**src/rtl/pcb_pkg.sv**
```systemverilog
package pcb_pkg;
    localparam int REG_CTRL = 0;
    localparam int REG_STAT = 1;
    localparam int CNT_BASE = 2;
endpackage

```
**src/rtl/pcb_counter.sv**
```systemverilog
module pcb_counter #(
    parameter int CW = 32
) (
    input  logic          clk,
    input  logic          rst_n,
    input  logic          run_i,
    input  logic          split_i,
    input  logic          evt_hi_i,
    input  logic          evt_lo_i,
    input  logic          wr_i,
    input  logic [CW-1:0] wdata_i,
    input  logic          commit_i,
    output logic [CW-1:0] value_o,
    output logic          wrap_hi_o,
    output logic          wrap_lo_o
);
    localparam int HW = CW / 2;

    typedef struct packed {
        logic [CW-1:0] cnt;
        logic [CW-1:0] latch;
        logic          pend;
    } cnt_st_t;

    cnt_st_t st_q, st_d;
    logic          load_w;
    logic [HW:0]   hi_sum;
    logic [HW:0]   lo_sum;
    logic [CW:0]   full_sum;

    always_comb begin
        load_w    = commit_i && st_q.pend;
        hi_sum    = {1'b0, st_q.cnt[CW-1:HW]} + {{HW{1'b0}}, evt_hi_i};
        lo_sum    = {1'b0, st_q.cnt[HW-1:0]}  + {{HW{1'b0}}, evt_lo_i};
        full_sum  = {1'b0, st_q.cnt} + {{CW{1'b0}}, evt_hi_i};
        st_d      = st_q;
        wrap_hi_o = 1'b0;
        wrap_lo_o = 1'b0;
        if (load_w) begin
            st_d.cnt  = st_q.latch;
            st_d.pend = 1'b0;
        end else if (run_i) begin
            if (split_i) begin
                st_d.cnt  = {hi_sum[HW-1:0], lo_sum[HW-1:0]};
                wrap_hi_o = hi_sum[HW];
                wrap_lo_o = lo_sum[HW];
            end else begin
                st_d.cnt  = full_sum[CW-1:0];
                wrap_hi_o = full_sum[CW];
            end
        end
        if (wr_i) begin
            st_d.latch = wdata_i;
            st_d.pend  = 1'b1;
        end
    end

    always_ff @(posedge clk) begin
        if (!rst_n) st_q <= '0;
        else        st_q <= st_d;
    end

    assign value_o = st_q.cnt;

    AST_WRITE_NOT_LIVE: assert property (@(posedge clk) disable iff (!rst_n)
        (wr_i && !run_i && !commit_i) |=> $stable(value_o)) else $error("latch write reached live counter");
    AST_COMMIT_LOADS: assert property (@(posedge clk) disable iff (!rst_n)
        (commit_i && st_q.pend) |=> (value_o == $past(st_q.latch))) else $error("commit did not load latch");
    AST_STOPPED_HOLDS: assert property (@(posedge clk) disable iff (!rst_n)
        (!run_i && !commit_i) |=> $stable(value_o)) else $error("stopped counter moved");
    AST_NO_HALF_CARRY: assert property (@(posedge clk) disable iff (!rst_n)
        (split_i && run_i && !commit_i && !evt_hi_i) |=> (value_o[CW-1:HW] == $past(value_o[CW-1:HW]))) else $error("carry into upper half");
endmodule

```
**src/rtl/pcb_status.sv**
```systemverilog
module pcb_status #(
    parameter int NL = 8
) (
    input  logic          clk,
    input  logic          rst_n,
    input  logic [NL-1:0] wrap_i,
    input  logic          rd_clr_i,
    input  logic          mask_wr_i,
    input  logic [NL-1:0] mask_i,
    output logic [NL-1:0] flags_o,
    output logic          irq_o
);
    typedef struct packed {
        logic [NL-1:0] flags;
        logic [NL-1:0] mask;
    } stat_st_t;

    stat_st_t st_q, st_d;

    always_comb begin
        st_d       = st_q;
        st_d.flags = (rd_clr_i ? '0 : st_q.flags) | (wrap_i & st_q.mask);
        if (mask_wr_i) st_d.mask = mask_i;
    end

    always_ff @(posedge clk) begin
        if (!rst_n) st_q <= '0;
        else        st_q <= st_d;
    end

    assign flags_o = st_q.flags;
    assign irq_o   = |(st_q.flags & st_q.mask);

    AST_CLEAR_ON_READ: assert property (@(posedge clk) disable iff (!rst_n)
        (rd_clr_i && (wrap_i == '0)) |=> (flags_o == '0)) else $error("flags survived read");
    AST_FLAGS_STICKY: assert property (@(posedge clk) disable iff (!rst_n)
        !rd_clr_i |=> ((flags_o & $past(flags_o)) == $past(flags_o))) else $error("flag dropped without read");
    AST_MASKED_WRAP_SILENT: assert property (@(posedge clk) disable iff (!rst_n)
        (rd_clr_i && ((wrap_i & st_q.mask) == '0)) |=> (flags_o == '0)) else $error("masked wrap set a flag");
endmodule

```
**src/rtl/pcb_bank.sv**
```systemverilog
module pcb_bank #(
    parameter int NUM_PHYS = 4,
    parameter int DW       = 32,
    parameter int BW       = 64,
    parameter int ADDR_W   = $clog2(NUM_PHYS + 2)
) (
    input  logic                  clk,
    input  logic                  rst_n,
    input  logic                  bus_valid_i,
    input  logic                  bus_write_i,
    input  logic [ADDR_W-1:0]     bus_addr_i,
    input  logic [BW-1:0]         bus_wdata_i,
    output logic [BW-1:0]         bus_rdata_o,
    output logic                  bus_rvalid_o,
    input  logic [2*NUM_PHYS-1:0] evt_i,
    output logic                  irq_o
);
    import pcb_pkg::*;

    localparam int NL = 2 * NUM_PHYS;

    typedef struct packed {
        logic                run;
        logic [NUM_PHYS-1:0] split;
        logic [DW-1:0]       rdata;
        logic                rvalid;
    } top_st_t;

    top_st_t st_q, st_d;

    logic [DW-1:0]       wdat_w;
    logic                ctrl_wr_w;
    logic                commit_w;
    logic                stat_rd_w;
    logic                stat_wr_w;
    logic [NL-1:0]       wrap_w;
    logic [NL-1:0]       flags_w;
    logic [DW-1:0]       cnt_val [NUM_PHYS];
    logic [DW-1:0]       rd_mux_w;
    logic                unused_low_w;

    assign wdat_w       = bus_wdata_i[BW-1:BW-DW];
    assign unused_low_w = ^bus_wdata_i[BW-DW-1:0];
    assign ctrl_wr_w    = bus_valid_i && bus_write_i && (bus_addr_i == ADDR_W'(REG_CTRL));
    assign commit_w     = ctrl_wr_w && wdat_w[DW-1];
    assign stat_rd_w    = bus_valid_i && !bus_write_i && (bus_addr_i == ADDR_W'(REG_STAT));
    assign stat_wr_w    = bus_valid_i && bus_write_i && (bus_addr_i == ADDR_W'(REG_STAT));

    for (genvar p = 0; p < NUM_PHYS; p++) begin : g_ctr
        logic wr_p;
        assign wr_p = bus_valid_i && bus_write_i && (bus_addr_i == ADDR_W'(CNT_BASE + p));
        pcb_counter #(.CW(DW)) u_ctr (
            .clk       (clk),
            .rst_n     (rst_n),
            .run_i     (st_q.run),
            .split_i   (st_q.split[p]),
            .evt_hi_i  (evt_i[p]),
            .evt_lo_i  (evt_i[p+NUM_PHYS]),
            .wr_i      (wr_p),
            .wdata_i   (wdat_w),
            .commit_i  (commit_w),
            .value_o   (cnt_val[p]),
            .wrap_hi_o (wrap_w[p]),
            .wrap_lo_o (wrap_w[p+NUM_PHYS])
        );
    end

    pcb_status #(.NL(NL)) u_stat (
        .clk       (clk),
        .rst_n     (rst_n),
        .wrap_i    (wrap_w),
        .rd_clr_i  (stat_rd_w),
        .mask_wr_i (stat_wr_w),
        .mask_i    (wdat_w[NL-1:0]),
        .flags_o   (flags_w),
        .irq_o     (irq_o)
    );

    always_comb begin
        rd_mux_w = '0;
        if (bus_addr_i == ADDR_W'(REG_CTRL))
            rd_mux_w = {st_q.run, {(DW-1-NUM_PHYS){1'b0}}, st_q.split};
        else if (bus_addr_i == ADDR_W'(REG_STAT))
            rd_mux_w = {{(DW-NL){1'b0}}, flags_w};
        for (int p = 0; p < NUM_PHYS; p++)
            if (bus_addr_i == ADDR_W'(CNT_BASE + p)) rd_mux_w = cnt_val[p];
    end

    always_comb begin
        st_d        = st_q;
        st_d.rvalid = bus_valid_i && !bus_write_i;
        if (bus_valid_i && !bus_write_i) st_d.rdata = rd_mux_w;
        if (ctrl_wr_w) begin
            st_d.run   = wdat_w[DW-1];
            st_d.split = wdat_w[NUM_PHYS-1:0];
        end
    end

    always_ff @(posedge clk) begin
        if (!rst_n) st_q <= '0;
        else        st_q <= st_d;
    end

    assign bus_rdata_o  = {st_q.rdata, {(BW-DW){1'b0}}};
    assign bus_rvalid_o = st_q.rvalid;

    AST_READ_NEXT_CYCLE: assert property (@(posedge clk) disable iff (!rst_n)
        (bus_valid_i && !bus_write_i) |=> bus_rvalid_o) else $error("read data late");
    AST_LOW_HALF_ZERO: assert property (@(posedge clk) disable iff (!rst_n)
        bus_rvalid_o |-> (bus_rdata_o[BW-DW-1:0] == '0)) else $error("low half not zero");
    AST_MASK_ZERO_QUIETS: assert property (@(posedge clk) disable iff (!rst_n)
        (stat_wr_w && (wdat_w[NL-1:0] == '0)) |=> !irq_o) else $error("irq after zero mask");
    AST_RESET_QUIET: assert property (@(posedge clk)
        $past(!rst_n) |-> (!irq_o && !bus_rvalid_o)) else $error("outputs active after reset");
endmodule

```
**config.mk**
```make
export PLATFORM = sky130hd
export DESIGN_NAME = pcb_bank
export DESIGN_NICKNAME = d
export VERILOG_FILES = /design/src/rtl/pcb_pkg.sv /design/src/rtl/pcb_counter.sv /design/src/rtl/pcb_status.sv /design/src/rtl/pcb_bank.sv
export SDC_FILE = /design/constraint.sdc
export NUM_CORES = 1
export LEC_CHECK = 0
export BUFFER_PORTS_ARGS = -buffer_cell sky130_fd_sc_hd__buf_2
export CAP_MARGIN = 15
export CORE_MARGIN = 2
export CORE_UTILIZATION = 40
export DETAILED_ROUTE_END_ITERATION = 8
export GPL_ROUTABILITY_DRIVEN = 0
export GPL_TIMING_DRIVEN = 0
export PLACE_DENSITY_LB_ADDON = 0.08
export SLEW_MARGIN = 20
export SYNTH_ARGS = -nofsm -noshare
export SYNTH_HDL_FRONTEND = slang
export SYNTH_HIERARCHICAL = 1
export SYNTH_SLANG_ARGS = --single-unit
```
**constraint.sdc**
```tcl
create_clock -name clk -period 3.9 [get_ports clk]
set_input_delay 0.78 -clock clk [delete_from_list [all_inputs] [get_ports clk]]
set_output_delay 0.78 -clock clk [all_outputs]
set_load 0.01 [all_outputs]
```
# Yosys cells after proc, flatten, opt, wreduce, memory -nomap -nowiden
# Index checks and enable logic that the tools add are counted.
[word_totals]
regBits = 314
inputBits = 79
[op_classes]
n_bitwise = 3
muxes = 51
n_reduce_logical = 25
add_sub_neg = 12
eq_ne = 5
[op_table]
columns = ["operator", "n"]
rows = [
  ["32-bit two-way mux", 17],
  ["16-bit by 1-bit adder with 17-bit output", 8],
  ["32-bit by 1-bit adder with 33-bit output", 4],
  ["1-bit two-way mux", 32],
  ["8-bit AND", 2],
  ["8-bit two-way mux", 2],
  ["2-bit nonzero test", 8],
  ["1-bit logical AND", 14],
  ["8-bit OR", 1],
  ["8-bit OR reduction", 1],
  ["3-bit by 2-bit equality test with 1-bit output (second input constant)", 2],
  ["3-bit equality test (second input constant)", 2],
  ["3-bit by 1-bit equality test with 1-bit output (second input constant)", 1],
  ["3-bit zero test", 1],
  ["1-bit zero test", 1],
]

# Depth between registers and ports, before layout
# Gate-level depths: netlist (run 1).
[depth]
word_depth = 7
ltp_mapped = 12
ltp_nobuf = 9

# Modules after synthesis
# The synthesis (run 1) kept the hierarchy.
[by_module_without_submodules]
columns = ["mod", "seq_area_each_um2", "instances", "cells_per_inst", "area_per_inst_um2"]
rows = [
  ["pcb_counter (g_ctr[3].u_ctr)", 1301.2, 1, 408, 3515.9],
  ["pcb_counter (g_ctr[0].u_ctr)", 1301.2, 1, 408, 3508.4],
  ["pcb_counter (g_ctr[1].u_ctr)", 1301.2, 1, 411, 3500.9],
  ["pcb_counter (g_ctr[2].u_ctr)", 1301.2, 1, 407, 3483.3],
  ["pcb_bank", 760.7, 1, 351, 2970.3],
  ["pcb_status", 320.3, 1, 71, 713.2],
]

# Worst setup path before layout (run 1)
# Ideal clock, no wire load.
[synth_path]
path_kind = "input port to flip-flop"
from = "input bus_addr_i[1]"
to = "register g_ctr[1].u_ctr.st_q, in the netlist g_ctr[1].u_ctr/value_o[27]"
t_required_ns = 3.773
arrival_time_ns = 2.980
path_stages = 11
path_slack_ns = 0.793
path_buffers = 3
cell_sequence = "buf_6 nand3b_4 or3_1 buf_6 nor2_1 nand2_1 and2_1 clkbuf_1 nand3_1 o22ai_1 or3_1"
[synth_via]
elab_chain_cells = 5
elab_cells_between_ends = 6
[synth_rtl]
columns = ["item", "line", "text"]
rows = [
  ["start, declared", "pcb_bank.sv:11", "input logic [ADDR_W-1:0] bus_addr_i,"],
  ["3-bit zero test (*)", "pcb_bank.sv:44", "assign ctrl_wr_w = bus_valid_i && bus_write_i && (bus_addr_i == ADDR_W'(REG_CTRL));"],
  ["1-bit logical AND (*)", "pcb_bank.sv:44", ""],
  ["1-bit logical AND (*)", "pcb_bank.sv:45", "assign commit_w = ctrl_wr_w && wdat_w[DW-1];"],
  ["named net commit_w", "pcb_bank.sv:33", "logic commit_w;"],
  ["1-bit logical AND (*)", "pcb_counter.sv:32", "load_w = commit_i && st_q.pend;"],
  ["32-bit two-way mux / 2-bit nonzero test (equally long branches)", "-", ""],
  ["end signal, assigned", "pcb_counter.sv:60", "else st_q <= st_d;"],
  ["end, declared", "pcb_counter.sv:25", "cnt_st_t st_q, st_d;"],
]
# Mark *: on every way through the listed nets, which the timed path passes. The rest lies on a longest branch.
# A chain may end at the register's enable or synchronous reset.

# Worst setup path in the final report (run 1)
[layout_path]
from = "input bus_addr_i[0]"
to = "register u_stat.st_q, in the netlist u_stat/flags_o[1]"
[layout_via]
elab_chain_cells = 7
elab_cells_between_ends = 10
[layout_rtl]
columns = ["item", "line", "text"]
rows = [
  ["3-bit zero test", "pcb_bank.sv:44", ""],
  ["1-bit logical AND", "pcb_bank.sv:44", ""],
  ["1-bit logical AND", "pcb_bank.sv:45", ""],
  ["named net commit_w", "pcb_bank.sv:33", ""],
  ["1-bit logical AND", "pcb_counter.sv:32", ""],
  ["1-bit two-way mux", "pcb_counter.sv:39", "if (load_w) begin"],
  ["named net wrap_w[1]", "pcb_bank.sv:36", "logic [NL-1:0] wrap_w;"],
  ["8-bit AND", "pcb_status.sv:22", "st_d.flags = (rd_clr_i ? '0 : st_q.flags) | (wrap_i & st_q.mask);"],
  ["8-bit OR", "pcb_status.sv:22", ""],
  ["end signal, assigned", "pcb_status.sv:28", "else st_q <= st_d;"],
  ["end, declared", "pcb_status.sv:18", "stat_st_t st_q, st_d;"],
]
# The timed path passes the listed nets, and every way through them passes these cells.

==> out/summary.txt, run 1 <==
Status -> finished, final reports clean
Die width -> 214 um
Initial Util -> 40.3%
Most frequent cells in the layout -> 313 x dfxtp_1, 230 x nor2_1, 214 x mux2i_1, 206 x buf_4, 101 x nand2_1
Largest net degree at the start of global routing -> 25
F_max -> 0.311 GHz
Clock transition at path regs -> 0.05 ns
Cts repair resizes -> 0
Hold Path Depth -> 2
#FFs+latches synth -> 314
Slew Viols, Final -> 0
Crit Reg-Reg Startpoint -> g_ctr[2].u_ctr/value_o[0]
Routed vias/inst -> 5.51
Pwr Density -> 361 nW/um2
Number of antenna violations at the first check in global routing -> 4
Cell count after placement -> 2760
Cts hold-fix bufs -> 0
Commonest non-fill, non-tap cell in the layout -> dfxtp_1
Final worst-path cycle share -> 82.4%
Die Height -> 214 um
FILL cells -> 4480
Distinct cells, synth -> 66
Critical Path Fanout Max -> 10
# IOs -> 145
R2r endpoint -> u_stat/flags_o[2]
Initial drt markers -> 1343
Via count -> 15600
Grt total ovfl -> 0
Clock power frac -> 48.1%
Worst path arrival time -> 3.70 ns
Die area -> 45900 um2
Total GRT Usage -> 27.7%
First-pass GRT wire length -> 95.2 mm
Placed wire-length estimate -> 48.2 mm
Num CTS Buffers -> 38
Row cnt -> 77
Worst vdd ir -> 0.231 mV
Number of global-route vias before repair -> 14400
Psw -> 1.82 mW
Mapped Area -> 17700 um2
Core Box Area -> 43900 um2
# H-tree levels -> 2
Rel. slew slack -> 28.6%
Startpoint types -> primary input
P_int -> 5.47 mW
Final core occ -> 46.0%
Seq pwr share -> 45.0%
FF-to-FF setup slack -> 1.14 ns
Remaining antenna violation count after routing -> 0
Skew-Pair Late Insertion Delay -> 0.56 ns
Combinational fraction of design power -> 6.9%
Syn Area/Cell -> 8.61 um2
Syn. warnings -> 6
Destination of the worst hold path -> u_stat/flags_o[5]
Leakage power -> 7.79 nW
CTS tree -> built
Fraction of registers with async set/reset -> 0%
First drt pass iteration count -> 5
Area growth syn-to-layout -> 14.1%
Post-CTS Setup Inserts -> 0
# port buffers -> 79
Clock Tree Buf Depth -> 3
Final setup vio count -> 0
Clock tree root buffer cell -> clkbuf_16
Final Non-Filler Cells -> 2827
Main flop type after synthesis -> dfxtp_1
Seq/Total Area, Yosys -> 35.5%
CP Class -> primary input to flip-flop
Clk sink count -> 314
DR DRC count -> 0
Synthesized instance count -> 2056
HP Start -> u_stat/st_q[5]
Final Skew -> 0.0129 ns
Critical Path RT -> 4.39 ns
Post-synth EDFFs -> 0
Unrepaired setup endpoints after global routing -> false
Slew @ Worst Pin -> 1.06 ns
Worst Hold Class -> flip-flop to flip-flop
Register-to-Register Path Depth -> 8
Max Cap Viol -> 0
Layout cells sized above 1 -> 18.5%
Hold Vio Cnt, Final -> 0
Tmin final -> 3.21 ns
Final wirelength -> 65.1 mm
Avg WL per Cell -> 23.0 um
CP endpoint kind -> flip-flop
Post-layout net count -> 2311
Sw Ratio -> 25.0%
## how the worst max path moves through the flow
stage / start / depth (start not counted) / slack [ns] / endpoint
final: bus_addr_i[0] / 13 / 0.69 / u_stat/flags_o[1]
after global placement: bus_addr_i[0] / 11 / -0.67 / g_ctr[1].u_ctr/value_o[27]
after CTS: bus_addr_i[0] / 12 / 0.77 / g_ctr[0].u_ctr/value_o[27]
after floorplan: bus_addr_i[1] / 11 / 0.79 / g_ctr[1].u_ctr/value_o[27]
after detailed placement: bus_addr_i[0] / 12 / 0.19 / g_ctr[0].u_ctr/value_o[27]
after global routing: bus_addr_i[0] / 12 / 0.53 / u_stat/flags_o[2]
## cell type report
type | instances | area [um2] | share of cell area, %
Antenna cell | 1 | 2.50 | 0.0124
Buffer | 332 | 2070 | 10.2
Clock buffer | 56 | 1120 | 5.55
Clock inverter | 10 | 83.8 | 0.415
Inverter | 18 | 67.6 | 0.335
Multi-Input combinational cell | 1423 | 9390 | 46.5
Sequential cell | 314 | 6290 | 31.1
Tap cell | 592 | 741 | 3.67
Timing Repair Buffer | 81 | 434 | 2.15
## synth_stat cells (all sizes together) (34+ instances only)
library cell	count	share of area, %
xor2	34	1.7
nand3	69	2.0
nor3	38	1.2
dfxtp	314	36
nor2	231	4.9
buf	246	9.9
nand2	101	2.1
a21oi	88	2.5
o21ai	112	3.2
a211oi	39	1.7
mux2i	214	12
clkbuf	86	1.8
nand4	56	2.5
and3	36	1.3
or3	39	1.4
## cells by family (layout without fill, tap and decap cells)
family	Yosys count	count (layout)	share of synthesized area, %
mux	217	217	12.3
simple gates	711	711	21.6
xor+xnor	57	57	2.82
flops	314	314	35.5
compound gates	382	382	13.9
fa+ha+maj	24	24	1.70
other cells	1	33	0.0212
buf+inv	350	497	12.1
## power groups by stage
stage                     logic (mW)  clock network [mW]  registers, mW
after global placement         0.491                   0           3.35
after detailed placement       0.496                   0           3.35
after global routing           0.532                3.69           3.28
after floorplan                0.284                   0           3.33
after CTS                      0.498                3.57           3.28
final                          0.501                3.51           3.28
## sequential cells by signal (all words and copies together) (netlist names)
register	count
g_ctr.u_ctr/st_q	132
bus_rvalid_o	1
u_stat/st_q	8
bus_rdata_o	32
g_ctr.u_ctr/value_o	128
st_q	5
u_stat/flags_o	8
## per-layer routing
layer | global-route usage [%] | wire, um
met1 | 39.9 | 30700
met3 | 4.04 | 4050
met2 | 41.1 | 27300
met4 | 12.0 | 2920
met5 | 0 | 47
## per-stage QoR
stage               instance area [um2]  TNS (ns)  total power [mW]  hold WS [ns]  setup WS (ns)
detailed placement                19000         0              3.85         0.466          0.189
floorplan                         17800         0              3.62         0.443          0.793
finish                            20200         0              7.29         0.475          0.686
CTS                               20200         0              7.35         0.477          0.771
global route                      20200         0              7.51         0.499          0.533
global placement                  18900    -53.99              3.84         0.460         -0.668
## critical path: stages
cell      delay [ns]
buf_2           0.10
buf_4           0.21
or3_1           0.15
buf_6           0.14
nor2_2          0.12
buf_6           0.17
nand2_1         0.31
and2_1          0.25
clkbuf_1        0.37
nand2_1         0.10
nor3_1          0.70
nand2_1         0.15
a21boi_2        0.15
Power figures use the tool's default switching activity.
==> run 2, diff against run 1 <==
--- a/config.mk
+++ b/config.mk
@@ -5,6 +5,7 @@
 export SDC_FILE = /design/constraint.sdc
 export NUM_CORES = 1
 export LEC_CHECK = 0
+export ABC_AREA = 1
 export BUFFER_PORTS_ARGS = -buffer_cell sky130_fd_sc_hd__buf_2
 export CAP_MARGIN = 15
 export CORE_MARGIN = 2
==> constraint.sdc (replaced) <==
create_clock -name clk -period 3.2 [get_ports clk]
set_input_delay 0.64 -clock clk [delete_from_list [all_inputs] [get_ports clk]]
set_output_delay 0.64 -clock clk [all_outputs]
set_load 0.01 [all_outputs]
==> out/summary.txt, run 2 <==
Status -> finished, final reports clean
CP endpoint kind -> flip-flop
Die area -> 50700 um2
Final core occ -> 45.7%
Grt total ovfl -> 0
Total GRT Usage -> 30.0%
Slew @ Worst Pin -> 1.17 ns
Mapped Area -> 19600 um2
Ranking of synthesized cells by area -> dfxtp_1 32%, nand2_1 13%, buf_4 8.0%
Placed wire-length estimate -> 59.4 mm
Pwr Density -> 429 nW/um2
Critical Path Fanout Max -> 10
Initial Util -> 40.2%
Number of antenna violations at the first check in global routing -> 2
Critical Path RT -> 3.63 ns
Final WS setup -> 0.220 ns
Clock tree root buffer cell -> clkbuf_16
Total power -> 9.55 mW
#FFs+latches synth -> 314
Worst vdd ir -> 0.319 mV
Core Box Area -> 48600 um2
CP Class -> primary input to flip-flop
Unrepaired setup endpoints after global routing -> false
Final Non-Filler Cells -> 3814
Beginning of the critical path -> bus_addr_i[0]
Synth top area share -> 32.1%
Routed vias/inst -> 5.29
Most Crowded Layer GR -> met2
Slew Viols, Final -> 0
Cts repair resizes -> 0
Yosys top cell by area -> dfxtp_1
Syn Area/Cell -> 6.49 um2
Met2 usage -> 46.9%
# IOs -> 145
F_max -> 0.336 GHz
Register-to-Register Path Depth -> 6
Post-Place Worst Slack -> -0.325 ns
Final worst-path cycle share -> 93.1%
Syn. warnings -> 6
Final setup vio count -> 0
Startpoint types -> primary input
Die Height -> 225 um
Num CTS Buffers -> 39
Clock Tree Buf Depth -> 3
CTS tree -> built
Number of global-route vias before repair -> 18800
Hold Vio Cnt, Final -> 0
Hold Path Depth -> 3
Leakage power -> 9.50 nW
Worst path arrival time -> 3.41 ns
Worst Hold Class -> primary input to flip-flop
Post-CTS Setup Inserts -> 0
# port buffers -> 80
DR DRC count -> 0
Most frequent cells in the layout -> 655 x nand2_1, 362 x inv_1, 314 x dfxtp_1, 283 x nor2_1, 221 x a21oi_1
Final Skew -> 0.0178 ns
Clk sink count -> 314
GRT met3 Usage -> 4.95%
Main flop type after synthesis -> dfxtp_1
Met1 Usage GRT -> 40.4%
Via count -> 20200
Clock transition at path regs -> 0.06 ns
Skew-Pair Late Insertion Delay -> 0.57 ns
Die width -> 225 um
First drt pass iteration count -> 6
Initial drt markers -> 1803
# H-tree levels -> 2
Cell count after placement -> 3746
Seq/Total Area, Yosys -> 32.1%
Avg WL per Cell -> 20.1 um
Max Cap Viol -> 0
Synthesized instance count -> 3013
Most instantiated cells after synthesis -> 655 x nand2_1, 362 x inv_1, 314 x dfxtp_1
Remaining antenna violation count after routing -> 0
Hold slack -> 0.433 ns
Fraction of registers with async set/reset -> 0%
Largest Register -> g_ctr.u_ctr/st_q
Largest net degree at the start of global routing -> 47
Commonest non-fill, non-tap cell in the layout -> nand2_1
Crit Reg-Reg Startpoint -> st_q[37]
Cts hold-fix bufs -> 0
First-pass GRT wire length -> 114 mm
HP Start -> bus_valid_i
Post-synth EDFFs -> 0
Layout cells sized above 1 -> 17.4%
Post-layout net count -> 3268
Top-count cell post-synth -> nand2_1
Row cnt -> 81
Tmin final -> 2.98 ns
Distinct cells, synth -> 46
Final wirelength -> 76.7 mm
Rel. slew slack -> 21.8%
# diodes -> 0
Max reg flops -> 132
Area growth syn-to-layout -> 13.7%
[run 2: metrics by stage]
step / area, um2 / TNS (ns)
finish: 22300 / 0
global route: 22300 / 0
CTS: 22300 / 0
detailed placement: 20900 / -13.29
global placement: 20900 / -13.51
floorplan: 19700 / 0
[run 2: kinds of logic (layout without fill, tap and decap cells)]
logic type               Yosys count  in the layout  synth area share (%)
AO/OA/AOI/OAI                    617            617                  17.5
flip-flops                       314            314                  32.1
other                              1             32                0.0192
buffers and inverters            717            865                  18.4
AND/OR/NAND/NOR                 1329           1329                  30.0
adder cells (fa/ha/maj)           24             24                  1.53
XOR/XNOR                          11             11                 0.492
[run 2: where the power goes]
part           internal [mW]  total (mW)  switching, mW
logic                  0.189       0.645          0.456
registers               3.97        4.01         0.0410
clock network           3.04        4.90           1.86
total                   7.20        9.55           2.35
[run 2: layer usage]
layer	part of all wire, %	vias to the layer above
met1	44	9428
met5	0	-
met2	44	727
li1	-	9874
met4	4.9	0
met3	7.3	144
[run 2: worst paths after layout]
path                                endpoint  slack (ns)
setup / recovery  g_ctr[3].u_ctr/value_o[18]        0.22
hold reg to reg       g_ctr[2].u_ctr/st_q[6]        0.46
hold / removal                      st_q[37]        0.43
setup reg to reg           u_stat/flags_o[0]        0.35
[run 2: final cells by class]
type                    instances  area (um2)
fillers                      5164       26400
multi-input cells            2013        9800
flip-flops and latches        314        6290
plain buffers                 315        2090
inverters                     402        1510
clock buffers                  54        1130
well taps                     622         778
repair buffers                 80         400
clock inverters                14         255
[run 2: critical path, stage by stage]
cell and delay (ns):
buf_2 0.15, buf_2 0.20, nor3_1 0.30, nand4_1 0.15
inv_1 0.49, nand2_2 0.28, inv_2 0.15, nor2_2 0.06
inv_2 0.09, clkbuf_1 0.51, o22ai_1 0.14, a31oi_1 0.16
nor2_1 0.06
